<file path="config.mk">
export PLATFORM = sky130hd
export DESIGN_NAME = burst_addr_gen
export DESIGN_NICKNAME = d
export VERILOG_FILES = /design/src/rtl/burst_addr_pkg.sv /design/src/rtl/burst_addr_ctrl.sv /design/src/rtl/burst_addr_shadow.sv /design/src/rtl/burst_addr_cnt.sv /design/src/rtl/burst_addr_gen.sv
export SDC_FILE = /design/constraint.sdc
export NUM_CORES = 1
export LEC_CHECK = 0
export CORE_ASPECT_RATIO = 1.4
export CORE_MARGIN = 4
export CORE_UTILIZATION = 31
export CTS_BUF_LIST = sky130_fd_sc_hd__clkbuf_4
export CTS_CLUSTER_SIZE = 10
export DETAILED_ROUTE_END_ITERATION = 10
export DONT_BUFFER_PORTS = 1
export GPL_TIMING_DRIVEN = 1
export HOLD_SLACK_MARGIN = 0.05
export PLACE_DENSITY = 0.41
export SLEW_MARGIN = 20
export SYNTH_ARGS = -nofsm -noshare
export SYNTH_HDL_FRONTEND = slang
export SYNTH_SLANG_ARGS = --single-unit
</file>
<file path="constraint.sdc">
create_clock -name clk -period 2.9 [get_ports clk]
set_input_delay 0.58 -clock clk [delete_from_list [all_inputs] [get_ports clk]]
set_output_delay 0.58 -clock clk [all_outputs]
set_load 0.03 [all_outputs]
</file>
<file path="src/rtl/burst_addr_pkg.sv">
package burst_addr_pkg;

    typedef enum logic [1:0] {
        OP_HOLD   = 2'd0,
        OP_STEP   = 2'd1,
        OP_LOAD   = 2'd2,
        OP_REPLAY = 2'd3
    } addr_op_e;

    typedef struct packed {
        addr_op_e op;
        logic     capture;
    } addr_ctrl_t;

    // Fixed priority: replay, then load, then step, then hold.
    function automatic addr_ctrl_t decode_ctrl(input logic load_n,
                                               input logic step_n,
                                               input logic replay_n);
        addr_ctrl_t c;
        c.capture = 1'b0;
        if (!replay_n) begin
            c.op = OP_REPLAY;
        end else if (!load_n) begin
            c.op      = OP_LOAD;
            c.capture = 1'b1;
        end else if (!step_n) begin
            c.op = OP_STEP;
        end else begin
            c.op = OP_HOLD;
        end
        return c;
    endfunction

endpackage

</file>
<file path="src/rtl/burst_addr_ctrl.sv">
module burst_addr_ctrl
    import burst_addr_pkg::*;
(
    input  logic       load_n,
    input  logic       cnt_en_n,
    input  logic       rpt_n,
    output addr_ctrl_t ctrl
);

    always_comb begin
        ctrl = decode_ctrl(load_n, cnt_en_n, rpt_n);
    end

    always_comb begin
        // capture only when the load wins priority
        a_r7_capture_is_load: assert (!ctrl.capture || ctrl.op == OP_LOAD);
    end

endmodule

</file>
<file path="src/rtl/burst_addr_shadow.sv">
module burst_addr_shadow #(
    parameter int ADDR_W = 18
) (
    input  logic              clk,
    input  logic              rst,
    input  logic              capture,
    input  logic [ADDR_W-1:0] cap_addr,
    output logic [ADDR_W-1:0] shadow_addr,
    output logic              shadow_valid
);

    always_ff @(posedge clk) begin
        if (rst) begin
            shadow_addr  <= '0;
            shadow_valid <= 1'b0;
        end else if (capture) begin
            shadow_addr  <= cap_addr;
            shadow_valid <= 1'b1;
        end
    end

    a_r7_shadow_kept: assert property (@(posedge clk) disable iff (rst)
        !capture |=> $stable(shadow_addr));

    a_r8_valid_sticky: assert property (@(posedge clk) disable iff (rst)
        shadow_valid |=> shadow_valid);

endmodule

</file>
<file path="src/rtl/burst_addr_cnt.sv">
module burst_addr_cnt
    import burst_addr_pkg::*;
#(
    parameter int ADDR_W = 18
) (
    input  logic              clk,
    input  logic              rst,
    input  addr_op_e          op,
    input  logic [ADDR_W-1:0] ext_addr,
    input  logic [ADDR_W-1:0] shadow_addr,
    output logic [ADDR_W-1:0] addr_q
);

    localparam logic [ADDR_W-1:0] ONE = ADDR_W'(1);

    logic [ADDR_W-1:0] addr_d;

    always_comb begin
        unique case (op)
            OP_REPLAY: addr_d = shadow_addr;
            OP_LOAD:   addr_d = ext_addr;
            OP_STEP:   addr_d = addr_q + ONE;
            default:   addr_d = addr_q;
        endcase
    end

    always_ff @(posedge clk) begin
        if (rst) addr_q <= '0;
        else     addr_q <= addr_d;
    end

    a_r4_hold: assert property (@(posedge clk) disable iff (rst)
        op == OP_HOLD |=> $stable(addr_q));

    a_r6_wrap: assert property (@(posedge clk) disable iff (rst)
        (op == OP_STEP && addr_q == {ADDR_W{1'b1}}) |=> addr_q == '0);

endmodule

</file>
<file path="src/rtl/burst_addr_gen.sv">
module burst_addr_gen
    import burst_addr_pkg::*;
#(
    parameter int ADDR_W = 18
) (
    input  logic              clk,
    input  logic              rst,
    input  logic [ADDR_W-1:0] ext_addr,
    input  logic              load_n,
    input  logic              cnt_en_n,
    input  logic              rpt_n,
    output logic [ADDR_W-1:0] addr_out,
    output logic              shadow_valid
);

    addr_ctrl_t        ctrl;
    logic [ADDR_W-1:0] shadow_addr;

    burst_addr_ctrl u_ctrl (
        .load_n   (load_n),
        .cnt_en_n (cnt_en_n),
        .rpt_n    (rpt_n),
        .ctrl     (ctrl)
    );

    burst_addr_shadow #(.ADDR_W(ADDR_W)) u_shadow (
        .clk          (clk),
        .rst          (rst),
        .capture      (ctrl.capture),
        .cap_addr     (ext_addr),
        .shadow_addr  (shadow_addr),
        .shadow_valid (shadow_valid)
    );

    burst_addr_cnt #(.ADDR_W(ADDR_W)) u_cnt (
        .clk         (clk),
        .rst         (rst),
        .op          (ctrl.op),
        .ext_addr    (ext_addr),
        .shadow_addr (shadow_addr),
        .addr_q      (addr_out)
    );

    a_r1_reset_state: assert property (@(posedge clk)
        rst |=> (addr_out == '0 && !shadow_valid));

    a_r2_replay: assert property (@(posedge clk) disable iff (rst)
        !rpt_n |=> addr_out == $past(shadow_addr));

    a_r3_load: assert property (@(posedge clk) disable iff (rst)
        (rpt_n && !load_n) |=> (addr_out == $past(ext_addr) && shadow_valid));

    a_r5_step: assert property (@(posedge clk) disable iff (rst)
        (rpt_n && load_n && !cnt_en_n) |=> addr_out == ADDR_W'($past(addr_out) + 1'b1));

endmodule

</file>
## Yosys cells after proc, flatten, opt, wreduce, memory -nomap -nowiden

Cells that the tools add are included.
Widths: inputs -> output; s select.

| operators by class | value |
|---|---|
| add/sub/neg operators | 1 |
| $mul | 0 |
| divide/modulo/power cells | 0 |
| order comparisons | 0 |
| equality and inequality tests | 3 |
| shift operators | 0 |
| mux-type cells | 6 |
| bitwise logic cells | 0 |
| reduce and logical (&&, ||, !) cells | 1 |

Operators by type and width:

| cell | count |
|---|---|
| $pmux 18 s3 | 1 |
| $add 18x1->18 const B | 1 |
| $eq 2x2->1 const B | 2 |
| $mux 2 | 2 |
| $mux 1 | 3 |
| $reduce_bool 3->1 | 1 |
| $eq 2x1->1 const B | 1 |

| word-level totals | value |
|---|---|
| register bits | 37 |
| latch bits | 0 |
| bits in writable memories | 0 |
| memory bits (read-only) | 0 |
| bits of input ports | 23 |
| output and inout port bits | 19 |
| logic and storage cells | 14 |
| memories kept | 0 |

## Logic depth before layout (Yosys ltp)

Gate-level depths: netlist of the first run.

| logic depth | value |
|---|---|
| depth after elaboration | 5 |
| gate-level depth with buffers | 6 |
| mapped depth without buffers | 5 |

## By module

From an unflattened synthesis of the first run, not the netlist that was laid out.

| unflattened totals | value |
|---|---|
| cell total of the unflattened synthesis | 261 |
| area total of the unflattened synthesis | 2125.8 sq um |

Modules (own cells, without submodules):

| module | instances | cells each | area an instance (sq um) | seq. area each (sq um) |
|---|---|---|---|---|
| burst_addr_cnt | 1 | 196 | 1426.4 | 360.3 |
| burst_addr_shadow | 1 | 61 | 676.9 | 380.4 |
| burst_addr_ctrl | 1 | 4 | 22.5 | 0.0 |

## Worst setup path before layout of the first run

No wires, ideal clock.

| timing | value |
|---|---|
| path type | reg-to-reg |
| start | register u_cnt.addr_q[0] |
| end | register u_cnt.addr_q[16] |
| library setup time | 74 ps |
| arrival time | 1910 ps |
| data required time | 2826 ps |
| path slack | 916 ps |
| stages on the path, launching flop included | 6 |
| buffers on the path | 0 |
| clock period less this slack | 1984 ps |
| cell sequence | dfxtp_1 > ha_1 > nand4b_1 > or3_1 > or3_1 > a31oi_1 |

| on the way | value |
|---|---|
| longest elaborated chain between the ends | 2 |

Ends and longest elaborated chain:

| what | RTL line | source |
|---|---|---|
| start, declared | burst_addr_cnt.sv:11 | `output logic [ADDR_W-1:0] addr_q` |
| start signal, assigned | burst_addr_cnt.sv:29 | `else addr_q <= addr_d;` |
| $add 18x1->18 | burst_addr_cnt.sv:22 | `OP_STEP: addr_d = addr_q + ONE;` |
| $pmux 18 s3 | burst_addr_cnt.sv:19 | `unique case (op)` |

No other way between the ends.
A chain may end at the register's enable or synchronous reset.

## Worst setup path in the final report of the first run

| timing | value |
|---|---|
| start | register u_cnt.addr_q[2] |
| end | register u_cnt.addr_q[16] |

The elaborated chain is that of the path after synthesis.

==> results of run 1 <==
cells by family after synthesis:
family,after synthesis
XOR/XNOR,7
multiplexers,3
buffers and inverters,21
AND/OR/NAND/NOR,119
flip-flops,37
adder cells (fa/ha/maj),1
AO/OA/AOI/OAI,55
per-stage QoR:
| step | setup WS [ps] | hold slack [ps] | std cells |
|---|---|---|---|
| floorplan | 915.9 | 433.2 | 243 |
| global placement | 878.8 | 437.1 | 300 |
| detailed placement | 858.1 | 440.6 | 300 |
| CTS | 819.2 | 273.0 | 308 |
| global route | 728.8 | 257.6 | 308 |
| finish | 838.8 | 303.1 | 308 |
cell usage in the layout, fill, tap and decap left out, types with 2 or more instances in the layout:
master and instances:
nand2_1 44, dfxtp_1 37, a21oi_1 24, nor2_1 16
nand2b_1 9, nor4_1 8, nand3_1 8, clkbuf_4 8
nor3_1 7, xnor2_1 6, o21ai_0 6, or3_1 5
a211oi_1 5, buf_4 5, nand3b_1 4, or2_2 3
nand4b_1 3, mux2i_1 3, o31ai_1 3, inv_1 2
nand4_1 2, o211ai_1 2, a31o_2 2, o31a_1 2
a31oi_1 2
worst max-delay path: cells and delay by family (launching register included):
family	cells	cell delay, ps
and+or+nand+nor	3	1140
AOI/OAI and AO/OA	1	150
DFF	1	720
metal layers:
metal | up-vias | routed length [um]
li1 | 858 | -
met1 | 825 | 2474
met2 | 54 | 2702
met3 | 7 | 414
met4 | 0 | 94
met5 | - | 0
final timing paths:
path | cells past startpoint | slack [ps] | to
setup reg to reg | 4 | 840 | u_cnt.addr_q[16]
setup / recovery | 4 | 840 | u_cnt.addr_q[16]
hold / removal | 1 | 300 | u_shadow.shadow_addr[7]
hold reg to reg | 2 | 460 | u_shadow.shadow_addr[9]
report_power, final:
group	switching (W)	internal, W	total (W)
clock network	0.000176	0.000125	0.000301
registers	0.0000522	0.000535	0.000587
logic	0.0000586	0.0000462	0.000105
state kept, by name, indices dropped and copies added, names as in the netlist:
signal	flops
u_shadow.shadow_addr	18
u_shadow.shadow_valid	1
u_cnt.addr_q	18
cell type report:
cell class	count	share of cell area, %
tap	70	4.318
inverter	3	0.5552
timing repair buffer	5	1.851
sequential	37	36.52
clock buffer	8	2.961
multi-input combinational	185	53.79
==> metrics list, run 1 <==
- Registers take 740.7 um^2.
- Timing would allow up to 485.2 MHz.
* Via count of the first global-routing pass: 1648
* Synth-to-layout area growth: 6.017%
* Number of hold-repair buffers added at the cts stage: 0
- Library cell appearing most often on the critical path: or3_1
* Fraction of registers with async set or reset after synthesis: 0%
- Largest net degree at the start of global routing: 45
- Summing the areas of all xor and xnor instances in the mapped netlist gives 3.205% of the synthesized area.
* Initial core utilization: 32.18%
- Adder-cell share of the synthesized area: less than 1%
* Post-Synth Simple-Gate Area: between 30% and 40%
- Clock tree from TritonCTS: built
- Global-route track usage on met2: 24.58%
* Post-route core utilization: 34.11%
* Total global-route track usage: 15.70%
- Clock latency on the worst-skew pair: 340 ps
* Number of buffer cells added on primary ports: 0
* Final weighted congestion in routability-driven placement: 0.7968
- After synthesis, the netlist uses 48 different library cells.
- Post-CTS timing repair inserted 0 buffers for setup.
- For this run, the detailed router's first-pass iteration total came to 4.
- Along the worst path, the maximum fanout reaches 9.
- The die covers 7510 um^2.
* RSZ-0062 raised after global routing: false
- Remaining global-route overflow: 0
- The worst setup path is launched from a flip-flop.
- Measured against its own limit, the worst slew margin works out to 59.84%.
* Cell taking the most area after synthesis: dfxtp_1
- Summed over all layers, the routed wires come to 5685 um.
* Main combinational cell family by area after synthesis: simple AND/OR/NAND/NOR gates
* Transition time at the pin with the least slew margin: 601.7 ps
* Max Transition Viols Final: 0
- VDD IR max: about 0.17 mV
* Power per Cell Area: 489.4 nW/um^2
- Cells taking the most area after synthesis: dfxtp_1 39%, nand2_1 8.6%, a21oi_1 6.3%
- The worst setup path is of the flip-flop to flip-flop kind.
- After clock tree synthesis, the clock-pin slew on the worst setup and hold paths is 120 ps.
- Endpoints failing hold: 0
- Run status: completed
- Via count normalized by instance count: 5.662
- The finished cells cover 2028 um^2.
- Synthesis inferred 37 register bits.
- The clock passes through at most 2 buffers.
- The number of gates resized after CTS was 0.
- Clock buffer count from CTS: 5
- Critical path capture point type: flip-flop
- Fraction of synthesized cell area taken by the top area cell type: between 30 and 40%
* Launching instance or port of the critical path: u_cnt.addr_q[2]
- By instance count, the leading cell after synthesis is nand2_1.
- At the end of the flow, the number of nets in the layout was 261.
- Max Cap Violations: 0
- The cell sitting at the root of the clock tree is a clkbuf_4.
- Synthesis produced a netlist whose cell count is 243.
- Area of the core: approximately 5900 um^2
* Number of top-level design ports: 42
- Global-route wire length before repair: 8983 um
* WP data arrival: 2340 ps
* Overall via count from detail_route: 1744
* Die span in y: around 100 um
- CTS H-tree lvls: 2
* Fraction of layout cells with a size suffix above 1: 10.08%
* Antenna violations before repair: 0
- Number of enable flip-flop cells after synthesis: 0
- Source of the worst hold timing path: rst
- Total nets after synthesis: 267
- Total leakage power: 0.6489 nW
* 1st-iter DRT viols: 88
- Number of setup violations in the final report: 0
* Total cell area at the placement stage: 1968 um^2
- Post-route clock skew: about 12 ps
- Summing the areas of all compound-gate instances in the mapped netlist gives 18.64% of the synthesized area.
- Ys Warns: 0
- Cell-by-cell listing of the critical path: nand4b_1 > or3_1 > or3_1 > a31oi_1
* Synth top cells by count: 44 x nand2_1, 37 x dfxtp_1, 24 x a21oi_1
- In this run the most used layer during global routing was met2.
- Antenna cells: 0
- Multiplexer area fraction after synthesis: 1.570%
* Multi-input logic area: 1091 um^2
* Detailed Place HPWL: 3853 um
- CTS saw 37 sinks.
- Dividing the detail-routed wire length by the instance count gives 18.46 um.
- In the final timing run, aggregate negative setup slack is 0 ps.
- Crit share post-route: 71.07%
* Met1 Resource Use GR: 20.24%
- Width of the die: 74.39 um
* Post-DRT Antenna Nets: 0
- The most used flip-flop cell after synthesis is dfxtp_1.
* Post-synthesis instance area: 1913 um^2
- Largest stage delay on the critical path: 720 ps
- Sequential elements use about 39% of the synthesized area.
* Data required time at the worst endpoint: 3180 ps
- After layout, the design draws a total of 0.0009926 W.
- Each instance of the synthesized netlist takes up on average ~7.9 um^2.
- The initialized floorplan defines 33 standard-cell rows.
- For met3 alone, demand over resource in global routing was ~4.8%.
* R2R Path Start: u_cnt.addr_q[2]
* Cell with the biggest individual delay on the critical path: dfxtp_1
- Number of inserted filler cells in the final layout: 669
* Crit path time final: 2061 ps
- Final routed DRC violation total: 0
* Worst hold path type: input port to flip-flop
Power figures use the tool's default switching activity.
==> run 2: changes to the inputs <==
==> constraint.sdc (replaced) <==
create_clock -name clk -period 1.9 [get_ports clk]
set_input_delay 0.38 -clock clk [delete_from_list [all_inputs] [get_ports clk]]
set_output_delay 0.38 -clock clk [all_outputs]
set_load 0.03 [all_outputs]
==> run 2 against run 1 <==
Against the previous run: core utilization grew 3.2 points; first-iteration DRC count rose by 14%; non-clock buffer count up 19; final cell count rose by 6.2%; final area rose by 9.3%; routed wire length increased by 0.58%; die area unchanged; flip-flop and latch count is the same; global-route usage rose by 1.0 points; register-to-register slack worse by 680 ps; critical endpoint is now u_cnt.addr_q[11]; largest cell class unchanged; largest power group unchanged.
==> metrics list, run 2 (synthesis gave the netlist of run 1 again) <==
* Initial core utilization: 32.18% (unchanged)
- CTS H-tree lvls: 2 (unchanged)
* Portion of total power attributed to combinational logic: 12.8% (+2.2 points)
* Clock buffer count from CTS: 5 (unchanged)
- The HPWL after detailed placement was 4099 um (+6.4%).
- The layout net count came to 280 (+7.3%).
- Overall power consumption: 0.001786 W (+80%)
- Number of inserted filler cells in the final layout: 666 (-0.45%)
- Worst hold path type: input port to flip-flop
- The accumulated negative setup slack is 0 ps (unchanged).
- Least setup slack across all paths after layout: 156.2 ps (-682.6 ps)
- Via count normalized by instance count: 5.370 (-5.2%)
- # Post-CTS Setup Buffers: 0 (unchanged)
* Fraction of layout cells with a size suffix above 1: 17.90% (+7.8 points)
- VDD IR max: 0.3047 mV (+75%)
- Wire per inst: 17.49 um (-5.3%)
* Antenna violations before repair: 0 (unchanged)
- The total die area is 7510 um^2 (unchanged).
- Setup repair after global routing left no endpoint under its margin.
* Clock tree from TritonCTS: built
* Resized Gates After CTS: 0 (unchanged)
- The routed via count came to 1756 (+0.69%).
* Hold Path End: u_shadow.shadow_addr[15]
- Global-route wire length before repair: 9666 um (+7.6%)
- Via count of the first global-routing pass: 1835 (+11%)
* Switching part of the total: 26.17% (-2.7 points)
* Leading cell types in the layout, fill and taps excluded: 44 x nand2_1, 34 x dfxtp_1, 24 x a21oi_1, 24 x buf_4, 16 x nor2_1
- The die extent in x was 74.39 um (unchanged).
- The depth of the worst register-to-register path was 4 (unchanged).
- The startpoint identified for the worst register-to-register timing path is u_cnt.addr_q[6].
- Relative contribution of the clock network to total power: 39.3% (+9.0 points)
* Reg power frac: 48.0% (-11 points)
- Registers with the most flip-flops: u_cnt.addr_q: 18 flops, u_shadow.shadow_addr: 18 flops, u_shadow.shadow_valid: 1 flops
* Rows: 33 (unchanged)
- The die boundary height came to 101.0 um (unchanged).
* Endpoints failing hold: 0 (unchanged)
- The relative slew slack came to 67.46% (+7.6 points).
- Class of the most critical setup path: flip-flop to flip-flop
* Pre-CTS WS: 190.0 ps (-668.1 ps)
* Max Cap Violations: 0 (unchanged)
- Post-DRT Antenna Nets: 0 (unchanged)
- The setup slack on the worst flop-to-flop path was 160 ps (-680 ps).
- The CTS clock-pin slew for the worst setup and hold paths came to 130 ps (about the same).
- The sum of routed wire length over all layers is 5718 um (+0.58%).
- Total global-route track usage: 16.73% (+1.0 points)
- The share of the clock period used by the worst path after layout was 91.78% (+21 points).
- The buffer levels on the longest clock path is 2 (unchanged).
- Max Transition Viols Final: 0 (unchanged)
- The fmax is 573.5 MHz (+18%).
- The post-placement cell count is 319 (+6.3%).
* Transition time at the pin with the least slew margin: 488.2 ps (-113.5 ps)
- The final standard cell utilization of the core was 37.29% (+3.2 points).
* Data required time at the worst endpoint: 2190 ps (-990 ps)
* Number of stages on the worst hold path: 1 (unchanged)
* Internal power consumption: 0.001319 W (+87%)
- Crit path time final: 1744 ps (-317.4 ps)
- In this run the clock root is driven by a clkbuf_4.
- The routability congestion estimate from global placement came to 0.7954 (-0.18%).
- Layout Cells excl Fill: 327 (+6.2%)
- Source of the worst hold timing path: rst
- The maximum fanout count along the critical path came to 8 (-1).
- STA classifies the critical path endpoint as a flip-flop.
- The number of clock sinks is 37 (unchanged).
- The number of violations reported at the end of detailed-routing iteration 0 was 100 (+14%).
* Total leakage power: 0.7667 nW (+18%)
* Clock latency on the worst-skew pair: 350 ps (about the same)
- The boundary pin count was 42 (unchanged).
- The number of design rule violations left after detail routing is 0 (unchanged).
- Worst flop-to-flop path endpoint: u_cnt.addr_q[11]
- The net switching power was 0.0004673 W (+63%).
* WP data arrival: 2030 ps (-310 ps)
- Most common library cell in the layout ignoring fill and taps: nand2_1
- Number of buffer cells added on primary ports: 0 (unchanged)
- The ratio of total power to cell area is 805.5 nW/um^2 (+65%).
- Remaining global-route overflow: 0 (unchanged)
- The worst setup path is launched from a flip-flop.
* Post-route clock skew: 8.782 ps (-3.094 ps)
- Run status: completed
* Synth-to-layout area growth: 15.89%
* First drt pass iteration count: 4 (unchanged)
* Antenna cells: 0 (unchanged)
- The maximum number of pins on one net before global-route repair was 45 (unchanged).
- Area of the core: 5946 um^2 (unchanged)
* Number of hold-repair buffers added at the cts stage: 0 (unchanged)
- The number of endpoints failing setup at the final stage came to 0 (unchanged).
run 2: cell types whose count changed in the layout (fill, tap and decap cells not counted):
| cell | change |
|---|---|
| bufinv_16 | +2 |
| clkinv_2 | +1 |
| buf_4 | +19 |
| dfxtp_2 | +3 |
| clkbuf_4 | -3 |
| dfxtp_1 | -3 |
run 2: worst max-delay path by stage:
stage / startpoint / cells past startpoint / to / slack [ps]
after floorplan: u_cnt.addr_q[4] / 4 / u_cnt.addr_q[11] / 50
after global placement: u_cnt.addr_q[6] / 4 / u_cnt.addr_q[11] / 220
after detailed placement: u_cnt.addr_q[6] / 4 / u_cnt.addr_q[11] / 190
after CTS: u_cnt.addr_q[6] / 4 / u_cnt.addr_q[11] / 150
after global routing: u_cnt.addr_q[6] / 4 / u_cnt.addr_q[11] / 70
final: u_cnt.addr_q[6] / 4 / u_cnt.addr_q[11] / 160
run 2: per-layer routing:
metal,track usage (%),vias up,wire (um)
met3,3.293,12,328
met5,0,-,0
met4,5.890,0,127
li1,-,896,-
met2,26.40,46,2691
met1,22.41,802,2570
run 2: area by class of cell:
class                   instances  area, um^2  share of cell area [%]
well taps                      70       87.58                   3.950
flip-flops and latches         37       744.5                   33.58
clock inverters                 3       65.06                   2.935
clock buffers                   5       37.54                   1.693
repair buffers                 24       180.2                   8.126
multi-input cells             185        1091                   49.21
inverters                       3       11.26                  0.5079
run 2: power by group through the flow:
stage | Sequential (W) | Combinational, W | Clock [W]
2_1_floorplan | 0.000914 | 0.000142 | 0
3_3_place_gp | 0.000874 | 0.000232 | 0
3_5_place_dp | 0.000875 | 0.000231 | 0
4_1_cts | 0.000857 | 0.000232 | 0.000728
5_1_grt | 0.000863 | 0.000255 | 0.000755
6_report | 0.000857 | 0.000228 | 0.000701
run 2: per-stage QoR:
stage	hold WS (ps)	cell area [um^2]
global route	52.17	2217
detailed placement	442.4	2115
global placement	437.8	2115
finish	76.77	2217
floorplan	433.2	1917
CTS	61.74	2217
run 2: worst max-delay path: stages, from the launching register on:
cell and delay [ps]:
dfxtp_1 490, nand3_4 150, or4_4 540, or4_1 410, o211ai_1 90
==> run 3: changes to the inputs <==
--- a/config.mk
+++ b/config.mk
@@ -13,8 +13,8 @@
 export DETAILED_ROUTE_END_ITERATION = 10
 export DONT_BUFFER_PORTS = 1
 export GPL_TIMING_DRIVEN = 1
-export HOLD_SLACK_MARGIN = 0.05
-export PLACE_DENSITY = 0.41
+export HOLD_SLACK_MARGIN = 0.08
+export PLACE_DENSITY = 0.57
 export SLEW_MARGIN = 20
 export SYNTH_ARGS = -nofsm -noshare
 export SYNTH_HDL_FRONTEND = slang
==> run 3 against run 2 <==
Against the previous run: non-clock buffer count is 1 lower; routed wire length shrank 5.8%; global-route usage is 2.0 points lower; critical path type unchanged.
==> metrics list, run 3 (synthesis gave the netlist of run 1 again) <==
- The run finished with clean final reports.
- Launching instance or port of the critical path: u_cnt.addr_q[0]
- Cell-by-cell listing of the critical path: ha_1 > nand4b_1 > or3_1 > or3_1 > a31oi_1
- Max Cap Violations: 0 (unchanged)
- The leftover overflow at the end of global routing was 0 (unchanged).
- The hold violation count in the final report came to 0 (unchanged).
- Worst R2R Path Depth: 5 (+1)
- The maximum level of the CTS H-tree is 2 (unchanged).
- The routed length per placed instance came to 16.52 um (-5.5%).
* Number of setup violations in the final report: 0 (unchanged)
- Global-route wire length before repair: 8666 um (-10%)
- The required time at the worst-slack endpoint was 2190 ps (about the same).
- The number of buffers inserted to repair setup after CTS was 0 (unchanged).
- Worst hold path type: input port to flip-flop
- Rel. slew slack: 37.29% (-30 points)
- The initial antenna violation count is 0 (unchanged).
- The sum of routed wire length over all layers is 5387 um (-5.8%).
- Crit share post-route: 92.66% (+0.88 points)
* Post-CTS clock slew at the launch and capture registers of the worst setup and hold paths: 130 ps (about the same)
* WP data arrival: 2050 ps (+20 ps)
- The number of pins exceeding their max-slew limit in the final report came to 0 (unchanged).
- On the critical path the largest part of the delay comes from simple AND/OR/NAND/NOR gates.
- The maximum number of pins on one net before global-route repair came to 24 (-47%).
- Transition time at the pin with the least slew margin: 937.5 ps (+449.3 ps)
- The setup slack on the worst flop-to-flop path came to 140 ps (-20 ps).
- For this design, the slowest cell found on the critical path is dfxtp_2.
- The HPWL after detailed placement came to 3885 um (-5.2%).
- Registers with the most flip-flops: u_cnt.addr_q: 18 flops, u_shadow.shadow_addr: 18 flops, u_shadow.shadow_valid: 1 flops
- The number of optimization iterations in the first detailed-route pass came to 4 (unchanged).
* End point of the critical path: u_cnt.addr_q[16]
- Antenna cells: 0 (unchanged)
* Fmax: 568.0 MHz (-0.95%)
- Rows: 33 (unchanged)
- The layout net count came to 279 (-0.36%).
* Width of the die: 74.39 um (unchanged)
* Worst flop-to-flop path endpoint: u_cnt.addr_q[16]
- The routability congestion estimate from global placement came to 0.7996 (+0.53%).
- The worst setup path is launched from a flip-flop.
- The worst clock skew on the final layout came to 19.77 ps (+10.99 ps).
- The remaining number of nets flagged by the antenna check after routing came to 0 (unchanged).
* Class of the most critical setup path: flip-flop to flip-flop
- Relative to the synthesized area, the layout overhead comes to 14.65%.
* Via count normalized by instance count: 5.457 (+1.6%)
- Crit path time final: 1760 ps (+16.70 ps)
* Clock tree from TritonCTS: built
- Area of the core: 5946 um^2 (unchanged)
- The number of clock sinks was 37 (unchanged).
- Fraction of layout cells with a size suffix above 1: 16.80% (-1.1 points)
- In this design, the critical path's most frequently occurring cell is or3_1.
* Final routed DRC violation total: 0 (unchanged)
* Via count of the first global-routing pass: 1704 (-7.1%)
- The buffer levels on the longest clock path was 2 (unchanged).
- R2R Path Start: u_cnt.addr_q[0]
- The buffering stage count on the worst path with inverters included is 0 (unchanged).
* Number of gates on the worst path with buffers counted: 5 (+1)
* Die span in y: 101.0 um (unchanged)
* Fin Setup TNS: 0 ps (unchanged)
- Most common library cell in the layout ignoring fill and taps: nand2_1
* Clock latency on the worst-skew pair: 350 ps (about the same)
- Total leakage power: 0.7496 nW (-2.2%)
* Power per Cell Area: 755.6 nW/um^2 (-6.2%)
- The count of buffers inserted at the top-level ports was 0 (unchanged).
- VDD IR max: 0.2583 mV (-15%)
* RSZ-0062 raised after global routing: false
* Die area: 7510 um^2 (unchanged)
- Critical path capture point type: flip-flop
- The worst hold slack across all endpoints was 100.0 ps (+23.23 ps).
- The boundary pin count came to 42 (unchanged).
* 1st-iter DRT viols: 122 (+22%)
- Clock Root Buffer: clkbuf_4
* Largest stage delay on the critical path: 410 ps (-130 ps)
- Total global-route track usage: 14.74% (-2.0 points)
- Worst-path maximum fanout: 5 (-3)
* Leading cell types in the layout, fill and taps excluded: 44 x nand2_1, 34 x dfxtp_1, 24 x a21oi_1
* Initial core utilization: 32.18% (unchanged)
* Clock buffer count from CTS: 5 (unchanged)
* Overall via count from detail_route: 1779 (+1.3%)
run 3: cell count changes in the layout (fill, tap and decap cells not counted), sizes merged:
cell	before	now
buf	24	21
inv	3	4
dlygate4sd3	0	2
bufinv	2	1
run 3: layout make-up:
cell class                 instances  area, um^2
fill                             663        3752
multi-input combinational        185        1091
sequential                        37       744.5
timing repair buffer              23       177.7
tap                               70       87.58
clock inverter                     3       43.79
clock buffer                       5       37.54
inverter                           3       11.26
run 3: how the worst min path moves through the flow:
stage | startpoint | end | cells past startpoint
after global routing | rst | u_cnt.addr_q[3] | 1
after CTS | rst | u_cnt.addr_q[13] | 1
after detailed placement | u_shadow.shadow_addr[16] | u_shadow.shadow_addr[16] | 2
after global placement | u_shadow.shadow_addr[12] | u_shadow.shadow_addr[12] | 2
final | rst | u_cnt.addr_q[4] | 1
after floorplan | u_shadow.shadow_addr[12] | u_shadow.shadow_addr[12] | 2
run 3: metal layers:
metal / part of all wire [%] / track usage, %
met1: 42 / 17.88
met2: 49 / 24.24
met3: 7.3 / 4.890
met4: 1.7 / 4.658
met5: 0 / 0
run 3: repair_timing:
action                    4_1_cts  5_1_grt
gates resized for setup         0        0
hold endpoints to repair       22        1
hold buffers                    1        1
run 3: report_power, final:
group,total [W],internal [W],switching (W)
sequential,0.000856,0.000818,0.0000383
combinational,0.000235,0.0000927,0.000142
clock,0.000566,0.000279,0.000287
total,0.00166,0.00119,0.000467
run 3: metrics by stage:
| stage | power, W | util [%] | setup slack (ps) | cell area [um^2] | std cells |
|---|---|---|---|---|---|
| final | 0.001657 | 36.89 | 139.5 | 2193 | 326 |
| after global routing | 0.001734 | 36.89 | 27.03 | 2193 | 326 |
| after CTS | 0.001677 | 36.72 | 124.4 | 2183 | 325 |
| after detailed placement | 0.001098 | 35.19 | 140.6 | 2092 | 316 |
| after global placement | 0.001094 | 35.19 | 181.8 | 2092 | 316 |
| after floorplan | 0.001056 | - | 53.25 | 1917 | 243 |
